--- src/rtl/vsi_pkg.sv ---
package vsi_pkg;

    localparam int LINE_W_D = 9;
    localparam int HPOS_W_D = 8;
    localparam int DATA_W_D = 8;
    localparam int IDX_W_D  = 4;
    localparam int LOW_W_D  = 5;

    // bit positions of the fields decoded from the two mode registers
    localparam int M0_M2_BIT   = 1;
    localparam int M0_M4_BIT   = 2;
    localparam int M0_LIE_BIT  = 4;
    localparam int M1_M3_BIT   = 3;
    localparam int M1_M1_BIT   = 4;
    localparam int M1_FIE_BIT  = 5;

    localparam logic [3:0] MODE_TALL  = 4'hB;
    localparam logic [3:0] MODE_TALLER = 4'hE;

    typedef enum logic [1:0] {
        HSEL_BASE  = 2'd0,
        HSEL_TALL  = 2'd1,
        HSEL_TALLER = 2'd2
    } vsi_hsel_e;

    typedef struct packed {
        logic line_ie;
        logic frm_ie;
        logic m4;
        logic m3;
        logic m2;
        logic m1;
    } vsi_mode_t;

    typedef struct packed {
        logic frame;
        logic ovr;
        logic coll;
    } vsi_flags_t;

    typedef struct packed {
        logic frm;
        logic lin;
    } vsi_pend_t;

    function automatic vsi_hsel_e pick_height(input vsi_mode_t m, input logic ext_ok);
        logic [3:0] code;
        code = {m.m4, m.m3, m.m2, m.m1};
        if (ext_ok && code == MODE_TALL)
            return HSEL_TALL;
        else if (ext_ok && code == MODE_TALLER)
            return HSEL_TALLER;
        return HSEL_BASE;
    endfunction

    function automatic logic [LINE_W_D-1:0] height_lines(input vsi_hsel_e h);
        case (h)
            HSEL_TALL:   return LINE_W_D'(224);
            HSEL_TALLER: return LINE_W_D'(240);
            default:     return LINE_W_D'(192);
        endcase
    endfunction

endpackage

--- src/rtl/vsi_mode_regs.sv ---
module vsi_mode_regs
    import vsi_pkg::*;
#(
    parameter int  DATA_W    = DATA_W_D,
    parameter int  IDX_W     = IDX_W_D,
    parameter int  LINE_W    = LINE_W_D,
    parameter bit  EXT_MODES = 1'b1
) (
    input  logic              clk,
    input  logic              rst,
    input  logic              reg_we,
    input  logic [IDX_W-1:0]  reg_idx,
    input  logic [DATA_W-1:0] reg_wdata,
    output vsi_mode_t         mode_q,
    output vsi_mode_t         mode_n,
    output logic [LINE_W-1:0] act_h
);

    localparam logic [IDX_W-1:0] IDX_M0 = IDX_W'(0);
    localparam logic [IDX_W-1:0] IDX_M1 = IDX_W'(1);

    logic unused_wbits;
    assign unused_wbits = ^{reg_wdata[DATA_W-1:6], reg_wdata[0]};

    always_comb begin
        mode_n = mode_q;
        if (reg_we && reg_idx == IDX_M0) begin
            mode_n.m2      = reg_wdata[M0_M2_BIT];
            mode_n.m4      = reg_wdata[M0_M4_BIT];
            mode_n.line_ie = reg_wdata[M0_LIE_BIT];
        end else if (reg_we && reg_idx == IDX_M1) begin
            mode_n.m3      = reg_wdata[M1_M3_BIT];
            mode_n.m1      = reg_wdata[M1_M1_BIT];
            mode_n.frm_ie  = reg_wdata[M1_FIE_BIT];
        end
    end

    always_ff @(posedge clk) begin
        if (rst)
            mode_q <= '0;
        else
            mode_q <= mode_n;
    end

    generate
        if (EXT_MODES) begin : g_ext
            assign act_h = LINE_W'(height_lines(pick_height(mode_q, 1'b1)));
        end else begin : g_base
            assign act_h = LINE_W'(height_lines(HSEL_BASE));
        end
    endgenerate

endmodule

--- src/rtl/vsi_flag_bank.sv ---
module vsi_flag_bank
    import vsi_pkg::*;
#(
    parameter int LINE_W = LINE_W_D,
    parameter int HPOS_W = HPOS_W_D,
    parameter int LOW_W  = LOW_W_D,
    localparam int STAT_W = LOW_W + 3
) (
    input  logic              clk,
    input  logic              rst,
    input  logic              line_adv,
    input  logic [LINE_W-1:0] line_idx,
    input  logic [LINE_W-1:0] act_h,
    input  logic [HPOS_W-1:0] h_pos,
    input  logic              line_evt,
    input  logic              ovr_evt,
    input  logic              coll_evt,
    input  logic [LINE_W-1:0] coll_line,
    input  logic [HPOS_W-1:0] coll_x,
    input  logic              rd_stat,
    input  logic              ctl_half,
    input  logic              ctl_clr,
    output vsi_pend_t         pend_q,
    output vsi_pend_t         pend_n,
    output logic [STAT_W-1:0] status,
    output logic              ctl_pend
);

    vsi_flags_t        flags_q, flags_n;
    logic [LINE_W-1:0] cline_q;
    logic [HPOS_W-1:0] cx_q;
    logic              frame_hit;
    logic              coll_defer;
    logic              ctl_n;

    assign frame_hit  = line_adv && (line_idx == act_h);
    assign coll_defer = flags_q.coll && (line_idx == cline_q) && (h_pos < cx_q);

    always_comb begin
        if (rd_stat) begin
            // a read clears everything; events in the same cycle survive
            flags_n.frame = frame_hit;
            flags_n.ovr   = ovr_evt;
            flags_n.coll  = coll_evt || coll_defer;
            pend_n.frm    = frame_hit;
            pend_n.lin    = line_evt;
            ctl_n         = ctl_half;
        end else begin
            flags_n.frame = flags_q.frame || frame_hit;
            flags_n.ovr   = flags_q.ovr || ovr_evt;
            flags_n.coll  = flags_q.coll || coll_evt;
            pend_n.frm    = pend_q.frm || frame_hit;
            pend_n.lin    = pend_q.lin || line_evt;
            ctl_n         = ctl_half || (ctl_pend && !ctl_clr);
        end
    end

    always_ff @(posedge clk) begin
        if (rst) begin
            flags_q  <= '0;
            pend_q   <= '0;
            ctl_pend <= 1'b0;
            cline_q  <= '0;
            cx_q     <= '0;
        end else begin
            flags_q  <= flags_n;
            pend_q   <= pend_n;
            ctl_pend <= ctl_n;
            if (coll_evt) begin
                cline_q <= coll_line;
                cx_q    <= coll_x;
            end
        end
    end

    assign status = {flags_q.frame, flags_q.ovr, flags_q.coll && !coll_defer, {LOW_W{1'b1}}};

endmodule

--- src/rtl/vsi_irq_gate.sv ---
module vsi_irq_gate
    import vsi_pkg::*;
(
    input  logic      clk,
    input  logic      rst,
    input  vsi_pend_t pend_n,
    input  vsi_mode_t mode_n,
    output logic      irq
);

    logic irq_d;

    assign irq_d = (pend_n.frm && mode_n.frm_ie) || (pend_n.lin && mode_n.line_ie);

    always_ff @(posedge clk) begin
        if (rst)
            irq <= 1'b0;
        else
            irq <= irq_d;
    end

endmodule

--- src/rtl/vsi_ctrl.sv ---
module vsi_ctrl
    import vsi_pkg::*;
#(
    parameter int LINE_W    = LINE_W_D,
    parameter int HPOS_W    = HPOS_W_D,
    parameter int DATA_W    = DATA_W_D,
    parameter int IDX_W     = IDX_W_D,
    parameter int LOW_W     = LOW_W_D,
    parameter bit EXT_MODES = 1'b1
) (
    input  logic              clk,
    input  logic              rst,
    input  logic              line_adv_i,
    input  logic [LINE_W-1:0] line_idx_i,
    input  logic [HPOS_W-1:0] h_pos_i,
    input  logic              line_evt_i,
    input  logic              ovr_evt_i,
    input  logic              coll_evt_i,
    input  logic [LINE_W-1:0] coll_line_i,
    input  logic [HPOS_W-1:0] coll_x_i,
    input  logic              reg_we_i,
    input  logic [IDX_W-1:0]  reg_idx_i,
    input  logic [DATA_W-1:0] reg_wdata_i,
    input  logic              rd_stat_i,
    input  logic              ctl_half_i,
    input  logic              ctl_clr_i,
    output logic [LOW_W+2:0]  status_o,
    output logic              irq_o,
    output logic              ctl_pend_o,
    output logic [LINE_W-1:0] act_h_o
);

    vsi_mode_t mode_q, mode_n;
    vsi_pend_t pend_q, pend_n;
    logic      pend_frm_q, pend_lin_q, line_ie_q, frm_ie_q;

    vsi_mode_regs #(
        .DATA_W(DATA_W), .IDX_W(IDX_W), .LINE_W(LINE_W), .EXT_MODES(EXT_MODES)
    ) u_modes (
        .clk(clk), .rst(rst),
        .reg_we(reg_we_i), .reg_idx(reg_idx_i), .reg_wdata(reg_wdata_i),
        .mode_q(mode_q), .mode_n(mode_n), .act_h(act_h_o)
    );

    vsi_flag_bank #(
        .LINE_W(LINE_W), .HPOS_W(HPOS_W), .LOW_W(LOW_W)
    ) u_flags (
        .clk(clk), .rst(rst),
        .line_adv(line_adv_i), .line_idx(line_idx_i), .act_h(act_h_o),
        .h_pos(h_pos_i), .line_evt(line_evt_i), .ovr_evt(ovr_evt_i),
        .coll_evt(coll_evt_i), .coll_line(coll_line_i), .coll_x(coll_x_i),
        .rd_stat(rd_stat_i), .ctl_half(ctl_half_i), .ctl_clr(ctl_clr_i),
        .pend_q(pend_q), .pend_n(pend_n), .status(status_o), .ctl_pend(ctl_pend_o)
    );

    vsi_irq_gate u_irq (
        .clk(clk), .rst(rst), .pend_n(pend_n), .mode_n(mode_n), .irq(irq_o)
    );

    assign pend_frm_q = pend_q.frm;
    assign pend_lin_q = pend_q.lin;
    assign line_ie_q  = mode_q.line_ie;
    assign frm_ie_q   = mode_q.frm_ie;

endmodule

--- config.mk ---
export PLATFORM = sky130hd
export DESIGN_NAME = vsi_ctrl
export DESIGN_NICKNAME = d
export VERILOG_FILES = /design/src/rtl/vsi_pkg.sv /design/src/rtl/vsi_mode_regs.sv /design/src/rtl/vsi_flag_bank.sv /design/src/rtl/vsi_irq_gate.sv /design/src/rtl/vsi_ctrl.sv
export SDC_FILE = /design/constraint.sdc
export NUM_CORES = 1
export LEC_CHECK = 0
export BUFFER_PORTS_ARGS = -buffer_cell sky130_fd_sc_hd__buf_2
export CORE_MARGIN = 2
export CORE_UTILIZATION = 51
export DETAILED_ROUTE_END_ITERATION = 10
export PLACE_DENSITY = 0.85
export SLEW_MARGIN = 20
export SYNTH_ARGS = -nofsm -noshare
export SYNTH_HDL_FRONTEND = slang
export SYNTH_HIERARCHICAL = 1
export SYNTH_SLANG_ARGS = --single-unit
--- constraint.sdc ---
create_clock -name clk -period 3.2 [get_ports clk]
set_input_delay 0.64 -clock clk [delete_from_list [all_inputs] [get_ports clk]]
set_output_delay 0.64 -clock clk [all_outputs]
set_load 0.005 [all_outputs]
==> impl_metrics.ini, run 1 <==
[outcome]
status = completed

[timing]
setup_violations = 0
rsz0062_at_grt = no
maxSlewHeadroom = 0.629
period_share = 0.844
tightestPinTransition_ns = 0.557
fin_crit_ns = 2.70
fin_tns_setup_ns = 0
drv_slew = 0
finClkSkew_ns = 0.00346
max_freq_mhz = 370
finalHoldViolations = 0

[die]
die_width_um = 61.3
die_area_um2 = 3760
ioPinCount = 75
core_area_um2 = 3080
die_h_um = 61.3
start_util = 0.544
fp-row-count = 20

[finish]
stdcell_count = 281
final_core_util = 0.645
stdcell_area_um2 = 1980
area_growth_pct = 18.5
antenna_cells = 0
finalNetCount = 299
drive_gt1_frac = 0.295

[power_and_ir_drop]
cellLeakagePower_nw = 0.965
power.density_nw_per_um2 = 414
clock_power_share = 0.355
power_mw = 0.821
p_sw_mw = 0.203
irDropWorstVdd_mv = 0.322
p_sw_frac = 0.247
pwr-share-seq = 0.487
p_int_mw = 0.618
power_frac_comb = 0.158

[placement]
io_buffers = 59
hpwl_um = 2450
post-place-cells = 273
dpl-instance-area_um2 = 1910
gp_congestion = 0.730

[clock_tree]
htree_levels = 2
postCtsSetupBuffers = 0
cts_resized = 0
cts.clk_slew.worst_paths_ns = 0.09
cts_tree = yes
clock_latency_ns = 0.32
numCtsBuffers = 5
cts.sinks = 30
clock_path_buffers = 2
cts_hold_buf = 0
cts-root-buf = clkbuf_4

[synth]
syn_area_um2 = 1670
ys_warn_count = 6
syn_area_per_cell_um2 = 9.20
syn_inst = 182

[route]
post_drt_wl_per_cell_um = 11.1
ant_nets = 0
highest-signal-layer = met4
via_per_inst = 4.70
wl_met2_um = 1500
drt_iter0_drc = 36
wl_met3_um = 173
wl_met1_um = 1420
firstDrtPassIters = 4
via_count = 1320
wl_um = 3130
drc = 0

[worst_hold_path]
holdPathStages = 2
hold_path.class = reg -> reg
min-delay-start = u_flags/pend_q[1]$_SDFF_PP0_

[setup_path]
crit_start = h_pos_i[2]
r2r_start = u_modes/mode_q[1]$_SDFF_PP0_
reg2reg_depth = 8
crit_path_start_kind = input port
endpoint_kind = primary output
crit_required_ns = 2.56
critical_path.max_fanout = 2
critPathKind = in -> out
cp.arrival_ns = 2.06

[global_routing]
track_usage = 0.176
grt_overflow = 0
grt_pass1_wl_um = 4760
grt_max_degree = 36
grt_pass1_vias = 1180
antenna_found_initial = 0

[job]
maxCapViolations = 0
path summary, 6_finish.rpt:
kind                                  end  slack, ns
min          u_flags/pend_q[1]$_SDFF_PP0_       0.48
max                           status_o[5]       0.50
min reg2reg  u_flags/pend_q[1]$_SDFF_PP0_       0.48
max reg2reg          u_irq/irq$_SDFF_PP0_       1.55
cells in the final DEF, fill, tap and decap left out, types with 3 or more instances in the layout:
master and count:
ha_1 7, nand2_1 7, nand4_1 3, mux2i_1 21
xnor2_1 7, nand4b_1 3, xor2_1 12, nand2b_1 9
conb_1 12, inv_1 10, nor4_1 3, dfxtp_1 30
a21oi_1 7, buf_2 59, nor2_1 23, clkbuf_4 5
power by group through the flow:
stage	clock network (mW)	registers (mW)	logic, mW
floorplan	0	0.406	0.0901
global placement	0	0.408	0.125
detailed placement	0	0.408	0.129
CTS	0.302	0.400	0.130
global route	0.317	0.402	0.147
finish	0.291	0.400	0.130
state kept, by name, summed over array words and instances (netlist names):
name	flops
u_flags/cline_q	9
u_flags/ctl_pend	1
u_flags/cx_q	8
u_flags/flags_q	1
u_flags/pend_q	2
u_flags/status	2
u_irq/irq	1
u_modes/mode_q	6
per-stage QoR:
step	worst slack, ns	hold slack, ns
after floorplan	0.920	0.439
after global placement	0.569	0.451
after detailed placement	0.530	0.464
after CTS	0.524	0.480
after global routing	0.490	0.506
final	0.500	0.477
worst max-delay path, stage by stage:
cell and delay (ns):
buf_2 0.10, ha_1 0.31, nand2_1 0.07, a21oi_1 0.05, a2111oi_0 0.41, o311ai_1 0.17, and2_1 0.19, buf_2 0.12
final cells by class:
| class | count | area (um^2) |
|---|---|---|
| fillers | 282 | 1090 |
| flip-flops and latches | 30 | 601 |
| well taps | 44 | 55.1 |
| clock inverters | 3 | 40.0 |
| multi-input cells | 130 | 918 |
| inverters | 10 | 37.5 |
| clock buffers | 5 | 37.5 |
| repair buffers | 59 | 295 |
layer usage:
metal  track usage  vias up
li1              -      689
met1         0.199      582
met2         0.305       44
met3        0.0525        5
met4        0.0745        0
met5             0        -
(Power assumes the default switching activity.)
==> run 2: changes to the inputs <==
--- a/config.mk
+++ b/config.mk
@@ -7,9 +7,9 @@
 export LEC_CHECK = 0
 export BUFFER_PORTS_ARGS = -buffer_cell sky130_fd_sc_hd__buf_2
 export CORE_MARGIN = 2
-export CORE_UTILIZATION = 51
+export CORE_UTILIZATION = 47
 export DETAILED_ROUTE_END_ITERATION = 10
-export PLACE_DENSITY = 0.85
+export PLACE_DENSITY = 0.79
 export SLEW_MARGIN = 20
 export SYNTH_ARGS = -nofsm -noshare
 export SYNTH_HDL_FRONTEND = slang
==> constraint.sdc (replaced) <==
create_clock -name clk -period 2.8 [get_ports clk]
set_input_delay 0.56 -clock clk [delete_from_list [all_inputs] [get_ports clk]]
set_output_delay 0.56 -clock clk [all_outputs]
set_load 0.005 [all_outputs]
==> impl_metrics.ini, run 2 (same netlist as run 1, synthesis figures left out) <==
[clock_tree]
cts.sinks = 30
cts-root-buf = clkbuf_4
postCtsSetupBuffers = 0
numCtsBuffers = 5
clock_latency_ns = 0.32
cts_resized = 0
clock_path_buffers = 2
cts_tree = yes
cts.clk_slew.worst_paths_ns = 0.09
htree_levels = 2
cts_hold_buf = 0

[global_routing]
antenna_found_initial = 0
track_usage = 0.165
grt_overflow = 0
grt_pass1_wl_um = 5160
grt_pass1_vias = 1234
grt_max_degree = 36

[power_and_ir_drop]
clock_power_share = 0.307
p_sw_mw = 0.229
irDropWorstVdd_mv = 0.285
power_mw = 0.872
pwr-share-seq = 0.524
p_int_mw = 0.643
power.density_nw_per_um2 = 443
cellLeakagePower_nw = 0.955
p_sw_frac = 0.263
power_frac_comb = 0.169

[timing]
period_share = 0.945
finClkSkew_ns = 0.00708
rsz0062_at_grt = no
maxSlewHeadroom = 0.626
finalHoldViolations = 0
fin_crit_ns = 2.65
setup_violations = 0
drv_slew = 0
max_freq_mhz = 378
fin_tns_setup_ns = 0
tightestPinTransition_ns = 0.561

[finish]
mostFrequentLayoutCell = buf_2
top_register = u_flags/cline_q
area_growth_pct = 17.6
largest_reg_flops = 9
finalNetCount = 299
largestRegisters = u_flags/cline_q: 9 flops, u_flags/cx_q: 8 flops, u_modes/mode_q: 6 flops
antenna_cells = 0
drive_gt1_frac = 0.291
final_cell_mix = 59 x buf_2, 30 x dfxtp_1, 23 x nor2_1, 21 x mux2i_1

[outcome]
status = completed

[setup_path]
crit_chain = inv_1 -> ha_1 -> nand2_1 -> a21oi_1 -> a2111oi_0 -> o311ai_1 -> and2_1 -> buf_2
slowest_delay_ns = 0.47
critPathKind = reg -> out
critical_path.max_fanout = 2
crit_path_start_kind = flip-flop
crit_required_ns = 2.24
endpoint_kind = primary output
cp.arrival_ns = 2.09
crit_slowest_cell = a2111oi_0

[placement]
io_buffers = 59
gp_congestion = 0.755
hpwl_um = 2450

[route]
via_per_inst = 4.63
drc = 0
drt_iter0_drc = 27
firstDrtPassIters = 4
post_drt_wl_per_cell_um = 11.2
wl_um = 3180
ant_nets = 0
via_count = 1309

[die]
ioPinCount = 75
core_area_um2 = 3390
die_width_um = 63.7
fp-row-count = 21
die_h_um = 63.7
start_util = 0.494
die_area_um2 = 4060

[job]
maxCapViolations = 0

[worst_hold_path]
hold_path.class = in -> reg
[run 2: cell types whose count changed in the layout (fill, tap and decap cells not counted)]
cell	previous run	this run
clkbuf_1	0	1
clkbuf_8	0	1
clkinv_2	2	1
bufinv_16	1	0
[run 2: cell type report]
type                    count  area (um^2)
clock buffers               7         55.1
inverters                  10         37.5
clock inverters             1         5.00
repair buffers             59          295
multi-input cells         130          918
flip-flops and latches     30          601
well taps                  46         57.6
fillers                   322         1420
[run 2: layer usage]
metal,up-vias,routed length [um],part of all wire,GRT usage
li1,687,-,-,-
met1,571,1440,0.45,0.194
met2,46,1480,0.47,0.278
met3,5,215,0.068,0.0464
met4,0,38,0.012,0.0761
met5,-,0,0,0
[run 2: power by group through the flow]
stage                     logic [mW]  registers (mW)  clock network [mW]
after CTS                      0.149           0.457               0.281
after detailed placement       0.148           0.467                   0
after global routing           0.167           0.459               0.305
final                          0.148           0.457               0.268
after global placement         0.144           0.466                   0
after floorplan                0.103           0.464                   0
[run 2: worst paths after layout]
path                                     start                            end  slack [ns]  cells after the start
setup / recovery  u_flags/cx_q[2]$_SDFFE_PP0P_                    status_o[5]        0.15                      8
hold / removal                       ovr_evt_i   u_flags/status[6]$_SDFF_PP0_        0.44                      3
setup reg to reg  u_flags/cx_q[2]$_SDFFE_PP0P_  u_flags/flags_q[0]$_SDFF_PP0_        1.13                      7
hold reg to reg   u_flags/status[7]$_SDFF_PP0_   u_flags/status[7]$_SDFF_PP0_        0.47                      2
[run 2: critical path: cells and delay by family (launching register included)]
family / cells / cell delay, ns
AOI/OAI and AO/OA: 3 / 0.69
adders and majority gates: 1 / 0.29
buffers and inverters: 2 / 0.17
DFF: 1 / 0.36
and+or+nand+nor: 2 / 0.27
[run 2: per-stage QoR]
| step | util | hold WS, ns | setup WS (ns) | std cells | cell area, um^2 |
|---|---|---|---|---|---|
| after floorplan | - | 0.439 | 0.680 | 191 | 1710 |
| after global placement | 0.563 | 0.450 | 0.341 | 275 | 1910 |
| after detailed placement | 0.563 | 0.462 | 0.305 | 275 | 1910 |
| after CTS | 0.581 | 0.427 | 0.166 | 283 | 1970 |
| after global routing | 0.581 | 0.428 | 0.0266 | 283 | 1970 |
| final | 0.581 | 0.444 | 0.153 | 283 | 1970 |
